[src/rtl/qlink_pkg.sv]
package qlink_pkg;
  typedef enum logic [1:0] {
    LS_OFF  = 2'd0,
    LS_WAIT = 2'd1,
    LS_LINK = 2'd2
  } link_state_t;
endpackage

[src/rtl/qlink_sync.sv]
module qlink_sync #(
  parameter int STAGES = 2,
  parameter int WIDTH  = 2
) (
  input  logic             clk,
  input  logic             rst,
  input  logic [WIDTH-1:0] d_i,
  output logic [WIDTH-1:0] q_o
);
  generate
    if (STAGES == 0) begin : g_pass
      assign q_o = d_i;
    end else begin : g_chain
      logic [WIDTH-1:0] chain_q [STAGES];
      always_ff @(posedge clk) begin
        if (rst) begin
          for (int s = 0; s < STAGES; s++) chain_q[s] <= '1;
        end else begin
          chain_q[0] <= d_i;
          for (int s = 1; s < STAGES; s++) chain_q[s] <= chain_q[s-1];
        end
      end
      assign q_o = chain_q[STAGES-1];
    end
  endgenerate
endmodule

[src/rtl/qlink_quiet.sv]
module qlink_quiet #(
  parameter int IDLE_CYC = 23000
) (
  input  logic clk,
  input  logic rst,
  input  logic valid_i,
  input  logic sda_i,
  input  logic scl_i,
  output logic quiet_o
);
  localparam int CW = $clog2(IDLE_CYC + 1);
  localparam logic [CW-1:0] LIM   = CW'(IDLE_CYC);
  localparam logic [CW-1:0] LIM_M = CW'(IDLE_CYC - 1);

  logic          sda_q, scl_q, stop_seen_q, quiet_q;
  logic [CW-1:0] idle_cnt_q;
  logic          stop_ev;

  // STOP: SDA low->high while SCL stays high across both samples
  assign stop_ev = !sda_q && scl_q && sda_i && scl_i;

  always_ff @(posedge clk) begin
    if (rst || !valid_i) begin
      sda_q       <= 1'b1;
      scl_q       <= 1'b1;
      idle_cnt_q  <= '0;
      stop_seen_q <= 1'b0;
      quiet_q     <= 1'b0;
    end else begin
      sda_q <= sda_i;
      scl_q <= scl_i;
      if (!sda_i || !scl_i) begin
        idle_cnt_q  <= '0;
        stop_seen_q <= 1'b0;
        quiet_q     <= 1'b0;
      end else begin
        if (idle_cnt_q != LIM) idle_cnt_q <= idle_cnt_q + 1'b1;
        if (stop_ev) stop_seen_q <= 1'b1;
        quiet_q <= stop_ev || stop_seen_q || (idle_cnt_q >= LIM_M);
      end
    end
  end

  assign quiet_o = quiet_q;

  a_r8_low_clears_quiet: assert property (@(posedge clk) disable iff (rst)
    (valid_i && (!sda_i || !scl_i)) |=> !quiet_o);
  a_r7_invalid_not_quiet: assert property (@(posedge clk) disable iff (rst)
    !valid_i |=> !quiet_o);
endmodule

[src/rtl/qlink_holdoff.sv]
module qlink_holdoff #(
  parameter int HOLD_CYC = 180000
) (
  input  logic clk,
  input  logic rst,
  input  logic powered_i,
  output logic tx_en_o,
  output logic rx_en_o
);
  localparam int HW = $clog2(HOLD_CYC + 1);
  localparam logic [HW-1:0] HLIM = HW'(HOLD_CYC);

  logic [HW-1:0] hold_cnt_q;
  logic          tx_q, rx_q;

  always_ff @(posedge clk) begin
    if (rst) begin
      hold_cnt_q <= '0;
      tx_q       <= 1'b0;
      rx_q       <= 1'b0;
    end else begin
      tx_q <= powered_i;
      if (!powered_i) begin
        hold_cnt_q <= '0;
        rx_q       <= 1'b0;
      end else begin
        if (hold_cnt_q != HLIM) hold_cnt_q <= hold_cnt_q + 1'b1;
        rx_q <= (hold_cnt_q == HLIM);
      end
    end
  end

  assign tx_en_o = tx_q;
  assign rx_en_o = rx_q;

  a_r2_tx_follows_power: assert property (@(posedge clk) disable iff (rst)
    powered_i |=> tx_en_o);
  a_r3_rx_off_unpowered: assert property (@(posedge clk) disable iff (rst)
    !powered_i |=> !rx_en_o);
  a_r3_rx_after_hold: assert property (@(posedge clk) disable iff (rst)
    rx_en_o |-> (hold_cnt_q == HLIM));
endmodule

[src/rtl/qlink_arbiter.sv]
module qlink_arbiter #(
  parameter int IDLE_CYC = 23000,
  parameter int HOLD_CYC = 180000,
  parameter int LOC_SYNC = 2,
  parameter int REM_SYNC = 1
) (
  input  logic clk,
  input  logic rst,
  input  logic en_i,
  input  logic therm_i,
  input  logic stuck_i,
  input  logic rxto_i,
  input  logic loc_sda_i,
  input  logic loc_scl_i,
  input  logic rem_sda_i,
  input  logic rem_scl_i,
  output logic tx_en_o,
  output logic rx_en_o,
  output logic link_active_o,
  output logic ready_n_o
);
  import qlink_pkg::*;

  logic        powered, fault_any, loc_valid, rem_valid;
  logic        loc_quiet, rem_quiet;
  logic [1:0]  loc_lines, rem_lines;
  link_state_t st_q, st_d;
  logic        link_q, ready_n_q;

  assign powered   = en_i && !therm_i;
  assign fault_any = !powered || stuck_i || rxto_i || !rx_en_o;
  assign loc_valid = powered && !stuck_i && !rxto_i;
  assign rem_valid = rx_en_o && !stuck_i && !rxto_i;

  qlink_holdoff #(.HOLD_CYC(HOLD_CYC)) u_hold (
    .clk(clk), .rst(rst), .powered_i(powered),
    .tx_en_o(tx_en_o), .rx_en_o(rx_en_o));

  qlink_sync #(.STAGES(LOC_SYNC), .WIDTH(2)) u_loc_sync (
    .clk(clk), .rst(rst), .d_i({loc_sda_i, loc_scl_i}), .q_o(loc_lines));

  qlink_sync #(.STAGES(REM_SYNC), .WIDTH(2)) u_rem_sync (
    .clk(clk), .rst(rst), .d_i({rem_sda_i, rem_scl_i}), .q_o(rem_lines));

  qlink_quiet #(.IDLE_CYC(IDLE_CYC)) u_loc_quiet (
    .clk(clk), .rst(rst), .valid_i(loc_valid),
    .sda_i(loc_lines[1]), .scl_i(loc_lines[0]), .quiet_o(loc_quiet));

  qlink_quiet #(.IDLE_CYC(IDLE_CYC)) u_rem_quiet (
    .clk(clk), .rst(rst), .valid_i(rem_valid),
    .sda_i(rem_lines[1]), .scl_i(rem_lines[0]), .quiet_o(rem_quiet));

  always_comb begin
    st_d = st_q;
    if (fault_any) begin
      st_d = LS_OFF;
    end else begin
      case (st_q)
        LS_OFF:  st_d = LS_WAIT;
        LS_WAIT: if (loc_quiet && rem_quiet) st_d = LS_LINK;
        LS_LINK: st_d = LS_LINK;
        default: st_d = LS_OFF;
      endcase
    end
  end

  always_ff @(posedge clk) begin
    if (rst) begin
      st_q      <= LS_OFF;
      link_q    <= 1'b0;
      ready_n_q <= 1'b1;
    end else begin
      st_q      <= st_d;
      link_q    <= (st_d == LS_LINK);
      ready_n_q <= (st_d != LS_LINK);
    end
  end

  assign link_active_o = link_q;
  assign ready_n_o     = ready_n_q;

  a_r6_grant_needs_both: assert property (@(posedge clk) disable iff (rst)
    $rose(link_active_o) |-> $past(loc_quiet && rem_quiet));
  a_r11_fault_drops: assert property (@(posedge clk) disable iff (rst)
    (stuck_i || rxto_i || !powered) |=> !link_active_o);
  a_r7_link_needs_rx: assert property (@(posedge clk) disable iff (rst)
    link_active_o |-> rx_en_o);
  a_r10_ready_polarity: assert property (@(posedge clk) disable iff (rst)
    ready_n_o != link_active_o);
endmodule

[config.mk]
export PLATFORM = sky130hd
export DESIGN_NAME = qlink_arbiter
export DESIGN_NICKNAME = d
export VERILOG_FILES = /design/src/rtl/qlink_pkg.sv /design/src/rtl/qlink_sync.sv /design/src/rtl/qlink_quiet.sv /design/src/rtl/qlink_holdoff.sv /design/src/rtl/qlink_arbiter.sv
export SDC_FILE = /design/constraint.sdc
export NUM_CORES = 1
export LEC_CHECK = 0
export ABC_AREA = 1
export CORE_ASPECT_RATIO = 0.8
export CORE_UTILIZATION = 35
export DETAILED_ROUTE_END_ITERATION = 10
export DONT_BUFFER_PORTS = 1
export GPL_ROUTABILITY_DRIVEN = 0
export GPL_TIMING_DRIVEN = 1
export PLACE_DENSITY = 0.56
export REMOVE_ABC_BUFFERS = 1
export SLEW_MARGIN = 10
export SYNTH_ARGS = -nofsm -noshare
export SYNTH_HDL_FRONTEND = slang
export SYNTH_SLANG_ARGS = --single-unit
[constraint.sdc]
create_clock -name clk -period 2.1 [get_ports clk]
set_input_delay 0.42 -clock clk [delete_from_list [all_inputs] [get_ports clk]]
set_output_delay 0.42 -clock clk [all_outputs]
set_load 0.01 [all_outputs]
* Word-level counts from Yosys, hierarchy flattened
Memory sizes are Yosys's and may differ from the RTL's. Index checks and enable logic that the tools add are counted.
Word-level totals: register bits 62, bits in writable memories 6, bits of input ports 10, output and inout bits 4, logic and storage cells 85, memories kept 2
Memory list:
- u_loc_sync.g_chain.chain_q | words 2, bits a word 2, rd ports 2, clocked after Yosys merged registers in 0, write ports 2, RTL line qlink_sync.sv:14 | logic [WIDTH-1:0] chain_q [STAGES];
- u_rem_sync.g_chain.chain_q | words 1, bits a word 2, rd ports 1, clocked after Yosys merged registers in 0, write ports 1, RTL line qlink_sync.sv:14
Cells by class: $add $sub $neg 3, $lt $le $gt $ge 2, equality and inequality tests 8, muxes and demuxes 10, bitwise operators 3, reduce and logical (&&, ||, !) cells 41
Operators with widths (count):
- $add 15x1->15 const B | 2
- $ge 15x15->1 const B | 2
- $ne 15x15->1 const B | 2
- $add 18x1->18 const B | 1
- $eq 18x18->1 const B | 1
- $ne 18x18->1 const B | 1
- $logic_not 1->1 | 13
- $logic_and 1x1->1 | 12
- $logic_or 1x1->1 | 11
- $mux 2 | 5
- $reduce_or 2->1 | 4
- $pmux 2 s3 | 1
- $eq 2x2->1 const B | 2
- $mux 1 | 4
- $eq 2x1->1 const B | 1
- $logic_not 2->1 | 1
- $ne 2x2->1 const B | 1
- $or 1x1->1 | 2
- $not 1->1 | 1

* Longest topological paths before layout
word-level depth 8, gate-level depth with buffers 9

* Cells and area by module
A second synthesis with hierarchy kept.
Unflattened totals: cells, all modules 500, area total of the unflattened synthesis 3388.2 um2
By module, submodules not included:
- qlink_quiet | instances 2, cells an instance 148, area each 978.4 um2, sequential area each 380.4 um2
- qlink_holdoff | instances 1, cells an instance 154, area each 1059.8 um2, sequential area each 400.4 um2
- qlink_arbiter | instances 1, cells an instance 28, area each 181.4 um2, sequential area each 80.1 um2
- qlink_sync at u_loc_sync | instances 1, cells an instance 15, area each 131.4 um2, sequential area each 80.1 um2
- qlink_sync at u_rem_sync | instances 1, cells an instance 7, area each 58.8 um2, sequential area each 40.0 um2

* Worst setup path before layout
No wires, ideal clock.
path type flip-flop to flip-flop, start register u_rem_quiet.idle_cnt_q[0], end register u_rem_quiet.idle_cnt_q[12], arrival time 1138 ps, required time 1978 ps, path slack 840 ps, stages on the path, launching flop included 7, path buffers 0, clock period less this slack 1260 ps, cells stage by stage dfxtp_1 > ha_1 > nand2_1 > nor2_2 > nand3b_2 > o21ai_0 > a21oi_1
On the way: word-level cells in the longest chain between the ends 1, elaborated cells between the ends (all ways) 2, classes of those cells 1 x add/sub; 1 x eq/ne
Ends and longest elaborated chain:
- start: declaration | RTL line qlink_quiet.sv:16 | logic [CW-1:0] idle_cnt_q;
- start signal: assignment | RTL line qlink_quiet.sv:37 | if (idle_cnt_q != LIM) idle_cnt_q <= idle_cnt_q + 1'b1;
- $add 15x1->15 or $ne 15x15->1 (tied branches) | RTL line qlink_quiet.sv:37
Several ways; a longest one is shown, not always the timed one. A chain may end at the register's enable or synchronous reset.

* Worst setup path in the final report
start register u_hold.rx_q (netlist: u_hold.rx_en_o), end register u_rem_quiet.idle_cnt_q[9]
On the way: word-level cells in the longest chain between the ends 5
Ends and longest elaborated chain:
- start: declaration | RTL line qlink_holdoff.sv:14 | logic tx_q, rx_q;
- start signal: assignment | RTL line qlink_holdoff.sv:28 | rx_q <= (hold_cnt_q == HLIM);
- $logic_and 1x1->1 (2 in series) | RTL line qlink_arbiter.sv:33 | assign rem_valid = rx_en_o && !stuck_i && !rxto_i;
- $logic_not 1->1 | RTL line qlink_quiet.sv:23 | if (rst || !valid_i) begin
- $logic_or 1x1->1 | RTL line qlink_quiet.sv:23
- $reduce_or 2->1 (no source line)
No other way between the ends.

==> results_dict.tcl <==
set metrics [dict create \
    setup_viol 0 \
    finalCritPeriodShare_pct 70.5 \
    cts_tree "done" \
    whs_ns 0.192 \
    synth_top_cell_area_share_pct 42.1 \
    end_kind "flop" \
    num_io_pins 14 \
    cts_buffers 9 \
    die_w_um 109 \
    synth-edff-count 0 \
    status "finished, final reports clean" \
    design.die.area_mm2 0.00963 \
    synth-xor-area-share_pct 1.35 \
    power_density_mw_per_mm2 782 \
    worst_clock_skew_ns 0.00663 \
    dp_hpwl_um 4820 \
    syn_to_final_growth_pct 13.5 \
    num_vias 2761 \
    nNetsFinal 496 \
    viasPerCell 4.62 \
    synth_commonest_cells "112 x nand2_1, 77 x nor2_1, 68 x dfxtp_1" \
    cp_cell_sequence "nand3_1 > nor2_2 > inv_1 > a21oi_1" \
    cp_slowest_cell "dfxtp_1" \
    path_clk_slew_ns 0.06 \
    hold_viol 0 \
    core_mm2 0.00871 \
    grt_first_pass_wirelength_um 10900 \
    peakVddDrop_mv 0.437 \
    port_buffers 0 \
    muxShareOfSynthArea_pct 0 \
    avgSynthCellArea_um2 6.85 \
    report.final.slew_viol_count 0 \
    synthCells 472 \
    seq_area_frac_synth_pct 42.1 \
    synthAdderAreaFrac_pct 2.32 \
    synth-compound-area-share_pct 8.39 \
    ys_warn_count 0 \
    slew_headroom_pct 73.7 \
    cp-start-kind "flop" \
    p_leak_nw 1.41 \
    numClockSinks 68 \
    drt_iter0_markers 130 \
    finalCriticalPeriod_ns 1.48 \
    final_util_pct 42.1 \
    antenna_found_initial 0 \
    drc_errors 0 \
    fin_setup_tns_ns 0 \
    rows 30 \
    synth_most_common_cell "nand2_1" \
    insertion_delay_ns 0.33 \
    initial_utilization_pct 37.1 \
    maxCapViolCount 0 \
    cts_resized 0 \
    wirelength_um 6460 \
    grt_pass1_vias 2444 \
    max_stage_delay_ns 0.48 \
    fmax_ghz 0.675 \
    drive_gt1_share_pct 10.1 \
    synth_area_mm2 0.00323 \
    synth_cell_types 32 \
    critPathKind "reg -> reg" \
    dr.pass1.iters 4 \
    postCtsHoldBufs 0 \
    worstPathMaxFanout 11 \
    clockBufferDepth 2 \
    rsz0062_at_grt "no" \
    yosys.area.top_type "dfxtp_1" \
    synth.ff_latch_count 68 \
    h-tree-depth 3 \
    grtUsageTotal_pct 15.0 \
    cp.required_ns 2.36 \
    synthTopCellsByArea "dfxtp_1 42%, nand2_1 13%, nor2_1 8.9%" \
    antenna_cells 0 \
    grt_max_degree 14 \
    cts_root_buf "clkbuf_16" \
    wire_per_inst_um 10.8 \
    synth_top_family_by_area "simple AND/OR/NAND/NOR gates" \
    fillers 892 \
    async_flop_share_pct 0 \
    die_h_um 88.0 \
    synth_ff_type "dfxtp_1" \
    synth-simple-area-share_pct 37.2 \
    max_slew.worst_pin.slew_ns 0.393 \
    ant_nets 0 \
    postCtsSetupRepairBufs 0 \
    grt_remaining_overflow 0 \
    arrival_ns 1.74 \
    hold_path_class "in -> reg" \
]
## path summary, 6_finish.rpt
path                                          from                          endpoint  slack, ns  depth (start not counted)
setup / recovery                    u_hold.rx_en_o         u_rem_quiet.idle_cnt_q[9]       0.62                          4
hold reg to reg   u_loc_sync.g_chain.chain_q[0][1]  u_loc_sync.g_chain.chain_q[0][3]       0.41                          1
setup reg to reg                    u_hold.rx_en_o         u_rem_quiet.idle_cnt_q[9]       0.62                          4
hold / removal                                 rst  u_loc_sync.g_chain.chain_q[0][3]       0.19                          1
## state kept, by name (all words and copies together), names as in the netlist, 2 cells and up
name / cells
u_rem_sync.g_chain.chain_q: 2
u_loc_quiet.idle_cnt_q: 15
u_hold.hold_cnt_q: 18
st_q: 2
u_rem_quiet.idle_cnt_q: 15
u_loc_sync.g_chain.chain_q: 4
## cell usage in the layout (no fill, tap or decap), drive strengths merged
| cell type | count |
|---|---|
| nor2 | 86 |
| and2 | 1 |
| bufinv | 1 |
| o21ai | 19 |
| ha | 6 |
| nand2 | 113 |
| dfxtp | 68 |
| nand4 | 7 |
| clkbuf | 11 |
| inv | 68 |
| a21oi | 31 |
| nor4 | 1 |
| a31oi | 1 |
| clkinv | 3 |
| or2 | 12 |
| buf | 1 |
| nor3 | 11 |
| nand3b | 2 |
| xor2 | 3 |
| o21bai | 1 |
| clkinvlp | 1 |
| xnor2 | 2 |
| nand3 | 36 |
## stage by stage
stage / setup slack, ns / power, mW / cell area [um2] / std cells
detailed placement: 0.555 / 1.36 / 3360 / 581
global placement: 0.629 / 1.36 / 3360 / 581
floorplan: 0.743 / 1.35 / 3210 / 468
global route: 0.454 / 2.97 / 3670 / 597
CTS: 0.579 / 2.92 / 3670 / 597
finish: 0.618 / 2.87 / 3670 / 597
## critical path, delay by kind of cell (launching register included)
kind | cells | cell delay, ns
buffers and inverters | 1 | 0.27
AOI/OAI and AO/OA | 1 | 0.19
and+or+nand+nor | 2 | 0.47
DFF | 1 | 0.48
## cells by family (layout without fill, tap and decap cells)
logic type	after synthesis	in the layout
buf+inv	72	85
flops	68	68
compound gates	52	52
simple gates	269	269
xor+xnor	5	5
fa+ha+maj	6	6
## where the power goes
group | leakage [nW] | switching [mW] | internal, mW
Clock | 0.152 | 0.553 | 0.984
Combinational | 0.711 | 0.0191 | 0.0111
Sequential | 0.550 | 0.00398 | 1.30
## area by class of cell
cell class	count	area, um2	share of cell area, %
Multi-Input combinational cell	332	1590	43.4
Sequential cell	68	1360	37.1
Inverter	68	255	6.96
Clock buffer	11	253	6.89
Tap cell	112	140	3.82
Clock inverter	5	60.1	1.64
Timing Repair Buffer	1	7.51	0.205
## per-layer routing
metal | GRT usage, % | up-vias | wire (um)
met4 | 5.94 | 0 | 90
met3 | 5.36 | 9 | 208
met1 | 19.1 | 1231 | 3300
met5 | 0 | - | 0
met2 | 23.2 | 25 | 2860
li1 | - | 1496 | -
Power figures use the tool's default switching activity.
